`config.mk`:
```
export PLATFORM = sky130hd
export DESIGN_NAME = crt_timing_gen
export DESIGN_NICKNAME = d
export VERILOG_FILES = /design/src/rtl/crtg_pkg.sv /design/src/rtl/crtg_regs.sv /design/src/rtl/crtg_horiz.sv /design/src/rtl/crtg_vert.sv /design/src/rtl/crtg_addr.sv /design/src/rtl/crt_timing_gen.sv
export SDC_FILE = /design/constraint.sdc
export NUM_CORES = 1
export LEC_CHECK = 0
export ABC_AREA = 1
export ABC_CLOCK_PERIOD_IN_PS = 3800
export CORE_AREA = 5 5 112 104
export CTS_CLUSTER_DIAMETER = 50
export DETAILED_ROUTE_END_ITERATION = 10
export DIE_AREA = 0 0 117 109
export PLACE_DENSITY = 0.81
export SYNTH_ARGS = -nofsm -noshare
export SYNTH_HDL_FRONTEND = slang
export SYNTH_SLANG_ARGS = --single-unit
```
`constraint.sdc`:
```
create_clock -name clk -period 3.8 [get_ports clk]
set_clock_uncertainty 0.2 [all_clocks]
set_input_delay 0.76 -clock clk [delete_from_list [all_inputs] [get_ports clk]]
set_output_delay 0.76 -clock clk [all_outputs]
set_load 0.02 [all_outputs]
```
`src/rtl/crtg_pkg.sv`:
```
package crtg_pkg;
  localparam int H_W = 8;
  localparam int V_W = 7;
  localparam int S_W = 5;

  typedef enum logic [3:0] {
    SEL_HTOT  = 4'd0,
    SEL_HDISP = 4'd1,
    SEL_HSPOS = 4'd2,
    SEL_SYNCW = 4'd3,
    SEL_VTOT  = 4'd4,
    SEL_VDISP = 4'd5,
    SEL_VSPOS = 4'd6,
    SEL_LASTS = 4'd7
  } reg_sel_e;

  typedef struct packed {
    logic [H_W-1:0] htot;
    logic [H_W-1:0] hdisp;
    logic [H_W-1:0] hspos;
    logic [7:0]     syncw;
    logic [V_W-1:0] vtot;
    logic [V_W-1:0] vdisp;
    logic [V_W-1:0] vspos;
    logic [S_W-1:0] lasts;
  } timing_regs_t;

  localparam logic [H_W-1:0] DEF_HTOT  = 8'd63;
  localparam logic [H_W-1:0] DEF_HDISP = 8'd40;
  localparam logic [H_W-1:0] DEF_HSPOS = 8'd46;
  localparam logic [7:0]     DEF_SYNCW = 8'h8E;
  localparam logic [V_W-1:0] DEF_VTOT  = 7'd38;
  localparam logic [V_W-1:0] DEF_VDISP = 7'd25;
  localparam logic [V_W-1:0] DEF_VSPOS = 7'd30;
  localparam logic [S_W-1:0] DEF_LASTS = 5'd7;
endpackage

```
`src/rtl/crtg_regs.sv`:
```
module crtg_regs
  import crtg_pkg::*;
(
  input  logic         clk,
  input  logic         rst,
  input  logic         wr_en,
  input  logic [3:0]   wr_sel,
  input  logic [7:0]   wr_data,
  output timing_regs_t regs
);
  always_ff @(posedge clk) begin
    if (rst) begin
      regs.htot  <= DEF_HTOT;
      regs.hdisp <= DEF_HDISP;
      regs.hspos <= DEF_HSPOS;
      regs.syncw <= DEF_SYNCW;
      regs.vtot  <= DEF_VTOT;
      regs.vdisp <= DEF_VDISP;
      regs.vspos <= DEF_VSPOS;
      regs.lasts <= DEF_LASTS;
    end else if (wr_en) begin
      case (wr_sel)
        SEL_HTOT:  regs.htot  <= wr_data[H_W-1:0];
        SEL_HDISP: regs.hdisp <= wr_data[H_W-1:0];
        SEL_HSPOS: regs.hspos <= wr_data[H_W-1:0];
        SEL_SYNCW: regs.syncw <= wr_data;
        SEL_VTOT:  regs.vtot  <= wr_data[V_W-1:0];
        SEL_VDISP: regs.vdisp <= wr_data[V_W-1:0];
        SEL_VSPOS: regs.vspos <= wr_data[V_W-1:0];
        SEL_LASTS: regs.lasts <= wr_data[S_W-1:0];
        default: ;
      endcase
    end
  end
endmodule

```
`src/rtl/crtg_horiz.sv`:
```
module crtg_horiz #(
  parameter int H_W = 8
) (
  input  logic           clk,
  input  logic           rst,
  input  logic [H_W-1:0] htot,
  input  logic [H_W-1:0] hspos,
  input  logic [3:0]     hnib,
  input  logic           zero_is_16,
  output logic [H_W-1:0] hcc,
  output logic [H_W-1:0] hcc_n,
  output logic           line_end,
  output logic           hsync
);
  logic [4:0] hsc;
  logic [4:0] hwidth;

  always_comb begin
    if (hnib != 4'd0)    hwidth = {1'b0, hnib};
    else if (zero_is_16) hwidth = 5'd16;
    else                 hwidth = 5'd0;
  end

  assign line_end = (hcc == htot);
  assign hcc_n    = line_end ? '0 : hcc + 1'b1;

  always_ff @(posedge clk) begin
    if (rst) begin
      hcc   <= '0;
      hsc   <= '0;
      hsync <= 1'b0;
    end else begin
      hcc <= hcc_n;
      if (hsync) begin
        if (hsc == hwidth) hsync <= 1'b0;
        else               hsc   <= hsc + 1'b1;
      end else if (hcc_n == hspos && hwidth != 5'd0) begin
        hsync <= 1'b1;
        hsc   <= 5'd1;
      end
    end
  end
endmodule

```
`src/rtl/crtg_vert.sv`:
```
module crtg_vert #(
  parameter int V_W = 7,
  parameter int S_W = 5
) (
  input  logic           clk,
  input  logic           rst,
  input  logic           line_end,
  input  logic [V_W-1:0] vtot,
  input  logic [V_W-1:0] vspos,
  input  logic [S_W-1:0] lasts,
  input  logic [3:0]     vnib,
  input  logic           fixed_16,
  output logic [V_W-1:0] vcc_n,
  output logic           row_end,
  output logic           frame_end,
  output logic           vsync
);
  logic [V_W-1:0] vcc;
  logic [S_W-1:0] rc;
  logic [4:0]     vsc;
  logic [4:0]     vwidth;

  assign vwidth    = (fixed_16 || vnib == 4'd0) ? 5'd16 : {1'b0, vnib};
  assign row_end   = (rc == lasts);
  assign frame_end = row_end && (vcc == vtot);
  assign vcc_n     = (line_end && row_end) ? (frame_end ? '0 : vcc + 1'b1) : vcc;

  always_ff @(posedge clk) begin
    if (rst) begin
      rc    <= '0;
      vcc   <= '0;
      vsc   <= '0;
      vsync <= 1'b0;
    end else if (line_end) begin
      rc  <= row_end ? '0 : rc + 1'b1;
      vcc <= vcc_n;
      if (vsync) begin
        if (vsc == vwidth) vsync <= 1'b0;
        else               vsc   <= vsc + 1'b1;
      end else if (row_end && vcc_n == vspos) begin
        vsync <= 1'b1;
        vsc   <= 5'd1;
      end
    end
  end
endmodule

```
`src/rtl/crtg_addr.sv`:
```
module crtg_addr #(
  parameter int MA_W = 14,
  parameter int H_W  = 8
) (
  input  logic            clk,
  input  logic            rst,
  input  logic            line_end,
  input  logic            row_end,
  input  logic            frame_end,
  input  logic [H_W-1:0]  hdisp,
  output logic [MA_W-1:0] ma
);
  logic [MA_W-1:0] line_base;
  logic [MA_W-1:0] next_base;

  assign next_base = line_base + MA_W'(hdisp);

  always_ff @(posedge clk) begin
    if (rst) begin
      line_base <= '0;
      ma        <= '0;
    end else if (line_end) begin
      if (frame_end) begin
        line_base <= '0;
        ma        <= '0;
      end else if (row_end) begin
        line_base <= next_base;
        ma        <= next_base;
      end else begin
        ma <= line_base;
      end
    end else begin
      ma <= ma + 1'b1;
    end
  end
endmodule

```
`src/rtl/crt_timing_gen.sv`:
```
module crt_timing_gen
  import crtg_pkg::*;
#(
  parameter int MA_W = 14
) (
  input  logic            clk,
  input  logic            rst,
  input  logic            wr_en,
  input  logic [3:0]      wr_sel,
  input  logic [7:0]      wr_data,
  input  logic [2:0]      variant,
  output logic            hsync,
  output logic            vsync,
  output logic            de,
  output logic [MA_W-1:0] ma
);
  timing_regs_t   regs;
  logic [H_W-1:0] hcc_q;
  logic [H_W-1:0] hcc_n;
  logic [V_W-1:0] vcc_n;
  logic           line_end;
  logic           row_end;
  logic           frame_end;
  logic           zero_is_16;
  logic           fixed_16;
  logic [H_W-1:0] hdisp_w;
  logic [V_W-1:0] vdisp_w;
  logic [3:0]     hnib_w;

  assign zero_is_16 = (variant >= 3'd2);
  assign fixed_16   = (variant == 3'd1) || (variant == 3'd2);
  assign hdisp_w    = regs.hdisp;
  assign vdisp_w    = regs.vdisp;
  assign hnib_w     = regs.syncw[3:0];

  crtg_regs u_regs (
    .clk(clk), .rst(rst), .wr_en(wr_en), .wr_sel(wr_sel),
    .wr_data(wr_data), .regs(regs)
  );

  crtg_horiz #(.H_W(H_W)) u_horiz (
    .clk(clk), .rst(rst), .htot(regs.htot), .hspos(regs.hspos),
    .hnib(hnib_w), .zero_is_16(zero_is_16), .hcc(hcc_q),
    .hcc_n(hcc_n), .line_end(line_end), .hsync(hsync)
  );

  crtg_vert #(.V_W(V_W), .S_W(S_W)) u_vert (
    .clk(clk), .rst(rst), .line_end(line_end), .vtot(regs.vtot),
    .vspos(regs.vspos), .lasts(regs.lasts), .vnib(regs.syncw[7:4]),
    .fixed_16(fixed_16), .vcc_n(vcc_n), .row_end(row_end),
    .frame_end(frame_end), .vsync(vsync)
  );

  crtg_addr #(.MA_W(MA_W), .H_W(H_W)) u_addr (
    .clk(clk), .rst(rst), .line_end(line_end), .row_end(row_end),
    .frame_end(frame_end), .hdisp(regs.hdisp), .ma(ma)
  );

  always_ff @(posedge clk) begin
    if (rst) de <= 1'b0;
    else     de <= (hcc_n < regs.hdisp) && (vcc_n < regs.vdisp);
  end
endmodule

```
# After elaboration in Yosys (flattened, before gate mapping)
# Index checks and enable logic that the tools add are counted.
# op_classes
add_sub_neg,7
order_cmp,3
n_eq_ne,18
muxes,22
reduce_logical,23
# ops
cell,count
2-to-1 mux 5 bit,10
2-to-1 mux 14 bit,3
AND reduction 2 bit,9
equality test 4 x 3 -> 1 bit (second input constant),4
equality test 8 bit,2
adder 5 x 1 -> 5 bit (second input constant),3
equality test 5 bit,3
adder 14 x 1 -> 14 bit (second input constant),1
adder 14 x 8 -> 14 bit,1
equality test 7 bit,2
2-to-1 mux 7 bit,2
adder 8 x 1 -> 8 bit (second input constant),1
equality test 4 x 2 -> 1 bit (second input constant),2
logical NOT 4 bit,2
< comparator 8 bit,1
2-to-1 mux 8 bit,1
adder 7 x 1 -> 7 bit (second input constant),1
< comparator 7 bit,1
2-to-1 mux 1 bit,6
logical AND 1 bit,5
nonzero test 5 bit,1
equality test 4 x 1 -> 1 bit (second input constant),1
!= test 2 bit (second input constant),2
nonzero test 2 bit,2
6 further kinds,7
# totals
regBits,119
out_inout_bits,17

# Depth between registers and ports, before layout
# depth
depth_word,8
mapped_depth,19
mapped_depth_nobuf,18

# Hierarchy
# A second synthesis with hierarchy kept.
# hier_totals
hier_cells,1111
hier_area_um2,7191.9
# modules_own_cells
module,n_inst,cells_each,area_per_inst_um2,seq_area_each_um2
crtg_regs,1,321,2238.4,1161.1
crtg_addr,1,281,1856.8,560.5
crtg_vert,1,258,1515.2,360.3
crtg_horiz,1,178,1149.9,280.3
crt_timing_gen,1,73,431.7,20.0

# Least setup slack after synthesis
# OpenSTA, ideal clock, no wires.
# synth_timing
path_kind,register -> register
from,register u_vert.rc[0]
to,register de
arrival_ns,2.194
required_time_ns,3.535
path_slack_ns,1.341
stages_incl_launch_ff,16
path_buffers,0
synth_period_minus_slack_ns,2.459
cell_sequence,dfxtp_1 inv_2 nand2_2 nand2_2 nor2_4 nand4_4 nor2_8 nand2_2 nand2_2 inv_1 ha_1 a21oi_1 nor2_1 a2111oi_0 o2111ai_1 nor2_1
# synth_between
elab_chain_len,6
elab_cells_between_ends,7
cone_classes,order compare (1); eq/ne (1); mux (2); reduce/logical (3)
# synth_rtl
element,line,rtl
start: declaration,crtg_vert.sv:19,logic [S_W-1:0] rc;
start signal: assignment,crtg_vert.sv:35,rc <= row_end ? '0 : rc + 1'b1;
equality test 5 bit *,crtg_vert.sv:24,assign row_end = (rc == lasts);
logical AND 1 bit,crtg_vert.sv:25,assign frame_end = row_end && (vcc == vtot);
2-to-1 mux 7 bit,crtg_vert.sv:26,assign vcc_n = (line_end && row_end) ? (frame_end ? '0 : vcc + 1'b1) : vcc;
2-to-1 mux 7 bit *,crtg_vert.sv:26,
named net u_vert.vcc_n[4],crtg_vert.sv:13,"output logic [V_W-1:0] vcc_n,"
< comparator 7 bit *,crt_timing_gen.sv:61,else de <= (hcc_n < regs.hdisp) && (vcc_n < regs.vdisp);
logical AND 1 bit *,crt_timing_gen.sv:61,
end signal: assignment,crt_timing_gen.sv:61,
end: declaration,crt_timing_gen.sv:14,"output logic de,"
# Mark *: on every way through the listed nets, which the timed path passes. The rest lies on a longest branch.
# A chain may end at the register's enable or synchronous reset.

# Worst setup path in the final report
# layout_timing
from,register u_horiz.hcc[2]
to,register de
# layout_between
elab_chain_len,5
elab_cells_between_ends,8
cone_classes,add/sub (1); order compare (2); eq/ne (1); mux (2); reduce/logical (2)
# layout_rtl
element,line,rtl
start: declaration,crtg_horiz.sv:10,"output logic [H_W-1:0] hcc,"
start signal: assignment,crtg_horiz.sv:33,hcc <= hcc_n;
equality test 8 bit,crtg_horiz.sv:24,assign line_end = (hcc == htot);
logical AND 1 bit,crtg_vert.sv:26,
2-to-1 mux 7 bit,crtg_vert.sv:26,
named net u_vert.vcc_n[6],crtg_vert.sv:13,
< comparator 7 bit,crt_timing_gen.sv:61,
logical AND 1 bit,crt_timing_gen.sv:61,
# The timed path passes the listed nets, and every way through them passes these cells.

==> key figures <==
Status
  – Outcome: completed

Routing
  – Routed Antenna Nets: 0
  – Vias per cell: 5.50
  – Vias after detailed routing: 6063
  – WL per Instance: 14.3 um
  – Initial DRC count: 528
  – Post-Route WL: 15.7 mm
  – DR DRC count: 0
  – First-pass detailed-route iteration total: 5

Logic synthesis
  – Share of the synthesized area in the top cell type: 36.5%
  – Dominant synthesized flop cell: dfxtp_1
  – Synth cell types: 42
  – Cell count after synthesis: 924
  – Warnings from Yosys: 0
  – Synth area leaders: dfxtp_1 36%, nand2_1 11%, a21oi_1 7.4%
  – Register area share after synthesis: 36.5%
  – Synthesized area per cell: 7.07 um^2
  – Synth async-reset ratio: 0%
  – #FFs+latches synth: 119
  – Top cells by count, synth: 188 x nand2_1, 119 x dfxtp_1, 112 x inv_1
  – Post-synthesis cell area: 6530 um^2
  – Synth area leader: dfxtp_1
  – Syn_nets: 970
  – Post-synth EDFFs: 0
  – Cell with the most instances after synthesis: nand2_1

Run
  – Max-capacitance violation count: 0

Global routing
  – Largest net degree at the start of global routing: 66
  – Initial antenna violation count: 0
  – Total gr overflow: 0
  – Tot GR Track Use: 26.5%
  – First-pass GRT wire length: 26.4 mm
  – Number of global-route vias before repair: 5469

Pwr
  – Pleak: 0.00338 uW
  – Peak VDD IR: 0.380 mV
  – Clock power share: 53.2%
  – Psw: 660 uW
  – Power Internal: 2430 uW
  – Flop pwr share: 41.5%
  – Total power: 3090 uW
  – PwrDens: 409 nW/um^2
  – Comb power frac: 5.3%
  – Switching Share: 21.4%

Setup path
  – Crit. End Element: flip-flop
  – Reg-to-Reg End: de
  – Worst-path fanout max: 21
  – Slowest-stage cell, CP: nor2_4
  – Worst Reg-to-Reg Cells: 15
  – WP data arrival: 3.09 ns
  – CP Data Required Time: 3.96 ns
  – FF-to-FF setup slack: 0.87 ns
  – Worst Setup Start Kind: flip-flop
  – Crit Path Class: reg2reg
  – Largest stage delay, worst path: 0.48 ns
  – Crit-path cells: inv_2, nand2_1, nand2_1, nor2_2, nand2_2, nor2_4, nand2_4, nand2_2, nand2_2, ha_1, nand2_1, nor2_1, a2111oi_0, o2111ai_1, nor2_1
  – Reg-to-reg startpoint: u_horiz.hcc[2]

Clock network
  – TritonCTS sink count: 119
  – Max Root-Sink Buffers: 2
  – TritonCTS Buffers: 17
  – TritonCTS clock tree: built
  – Worst-Skew Late Latency: 0.42 ns
  – Post-CTS sizing: 0
  – CTS H-tree depth: 4
  – Post-CTS Setup Repair Bufs: 0
  – Clk slew on worst S/H paths: 0.06 ns
  – Clock Root Buffer: clkbuf_16
  – Hold_buf cts: 0

Placed design
  – Final GP Congestion: 0.903
  – Dpl hpwl: 10.9 mm
  – I/O Buffers: 34

Cells and area
  – Layout cell share with drive strength beyond 1: 10.0%
  – Filler cell count: 848
  – # diodes: 0
  – Layout Nets: 1003
  – Syn-to-layout area delta: 15.6%
  – Post-layout util: 72.2%

Hold path
  – Hold path endpoint: u_regs.regs[14]
  – Hold crit path type: reg2reg
  – Worst hold path depth: 2
  – Hold_sp: u_regs.regs[14]

STA
  – Worst-margin pin slew: 0.785 ns
  – Crit path time final: 2.93 ns
  – RSZ-0062 raised after global routing: no
  – # setup viols final: 0
  – FMAX: 341 MHz
  – Final hold vios: 0
  – Fin crit share: 77.1%
  – Worst slew margin: 47.5%
  – Fin Setup TNS: 0 ns
  – Pins Over Slew Limit: 0

Floorplanning
  – Initial Util: 62.5%
  – Die Span Y: 109 um
  – Core Area: 10500 um^2
  – IO Count: 35
  – Die footprint: 12800 um^2
  – Rows: 36
  – Die Span X: 117 um
==> sequential cells by signal, summed over array words and instances (netlist names), 5 cells and up <==
| register | flops |
|---|---|
| u_horiz.hsc | 5 |
| u_addr.line_base | 14 |
| u_vert.vcc | 7 |
| u_regs.regs | 58 |
| u_vert.vsc | 5 |
| u_vert.rc | 5 |
| u_addr.ma | 14 |
| u_horiz.hcc | 8 |
==> cell type report <==
type	instances	area [um^2]	area share (%)
Clock buffer	20	447	5.92
Sequential cell	119	2380	31.6
Clock inverter	11	155	2.06
Tap cell	133	166	2.20
Inverter	120	450	5.97
Timing Repair Buffer	40	380	5.04
Multi-Input combinational cell	659	3570	47.2
==> worst max-delay path: cells and delay by family, from the launching register on <==
family	cells	cell delay, ns
flops	1	0.43
buf+inv	1	0.06
fa+ha+maj	1	0.29
simple gates	11	1.41
compound gates	2	0.49
==> logic make-up (layout without fill, tap and decap cells) <==
kind of cell	count (synthesis)	count (layout)	share of synthesized area (%)
fa+ha+maj	28	28	5.48
xor+xnor	30	30	4.25
flops	119	119	36.5
compound gates	194	194	16.0
simple gates	407	407	28.9
buf+inv	146	191	8.91
==> routing by layer <==
metal	wire, um	part of all wire (%)	GRT usage, %	up-vias
met3	1090	6.9	6.38	31
met4	348	2.2	9.34	0
met5	0	0	0	-
met1	7140	45	34.9	2727
met2	7130	45	42.4	215
li1	-	-	-	3090
==> how the worst max path moves through the flow <==
stage / start / end / slack [ns] / cells after the start
final: u_horiz.hcc[2] / de / 0.87 / 15
after CTS: u_horiz.hcc[2] / de / 0.87 / 15
after floorplan: u_vert.rc[0] / de / 1.34 / 15
after global routing: u_horiz.hcc[2] / de / 0.56 / 15
after global placement: variant[1] / u_vert.vsc[4] / 0.84 / 10
after detailed placement: variant[1] / u_vert.vsc[2] / 0.77 / 10
==> layout by cell type, fill, tap and decap left out, drive strengths merged, types with 2 or more instances in the layout <==
cell type / instances
bufinv: 4
clkbuf: 20
dfxtp: 119
nand3: 63
xnor2: 10
nand2: 216
clkdlybuf4s50: 33
o21ai: 71
xor2: 20
o21bai: 4
buf: 7
nor3: 16
or2: 8
nand4: 12
nand3b: 4
inv: 118
o211ai: 12
clkinv: 9
ha: 27
o31ai: 2
nor2: 82
a21boi: 3
a21oi: 98
nor4: 3
==> metrics by stage <==
step           setup WS [ns]  instance area (um^2)  std cells  hold WS, ns
6_report               0.869                  7550       1102        0.268
4_1_cts                0.871                  7550       1102        0.268
3_3_place_gp           0.841                  6950       1071        0.247
5_1_grt                0.556                  7550       1102        0.282
2_1_floorplan           1.34                  6530        924        0.229
3_5_place_dp           0.771                  6950       1071        0.254
==> power by group through the flow <==
stage,logic [uW],registers (uW),clock network (uW)
2_1_floorplan,96.3,1310,0
3_3_place_gp,158,1310,0
3_5_place_dp,160,1310,0
4_1_cts,162,1280,1660
5_1_grt,184,1280,1720
6_report,164,1280,1640
Note: power is estimated with default switching activity, not from simulation.
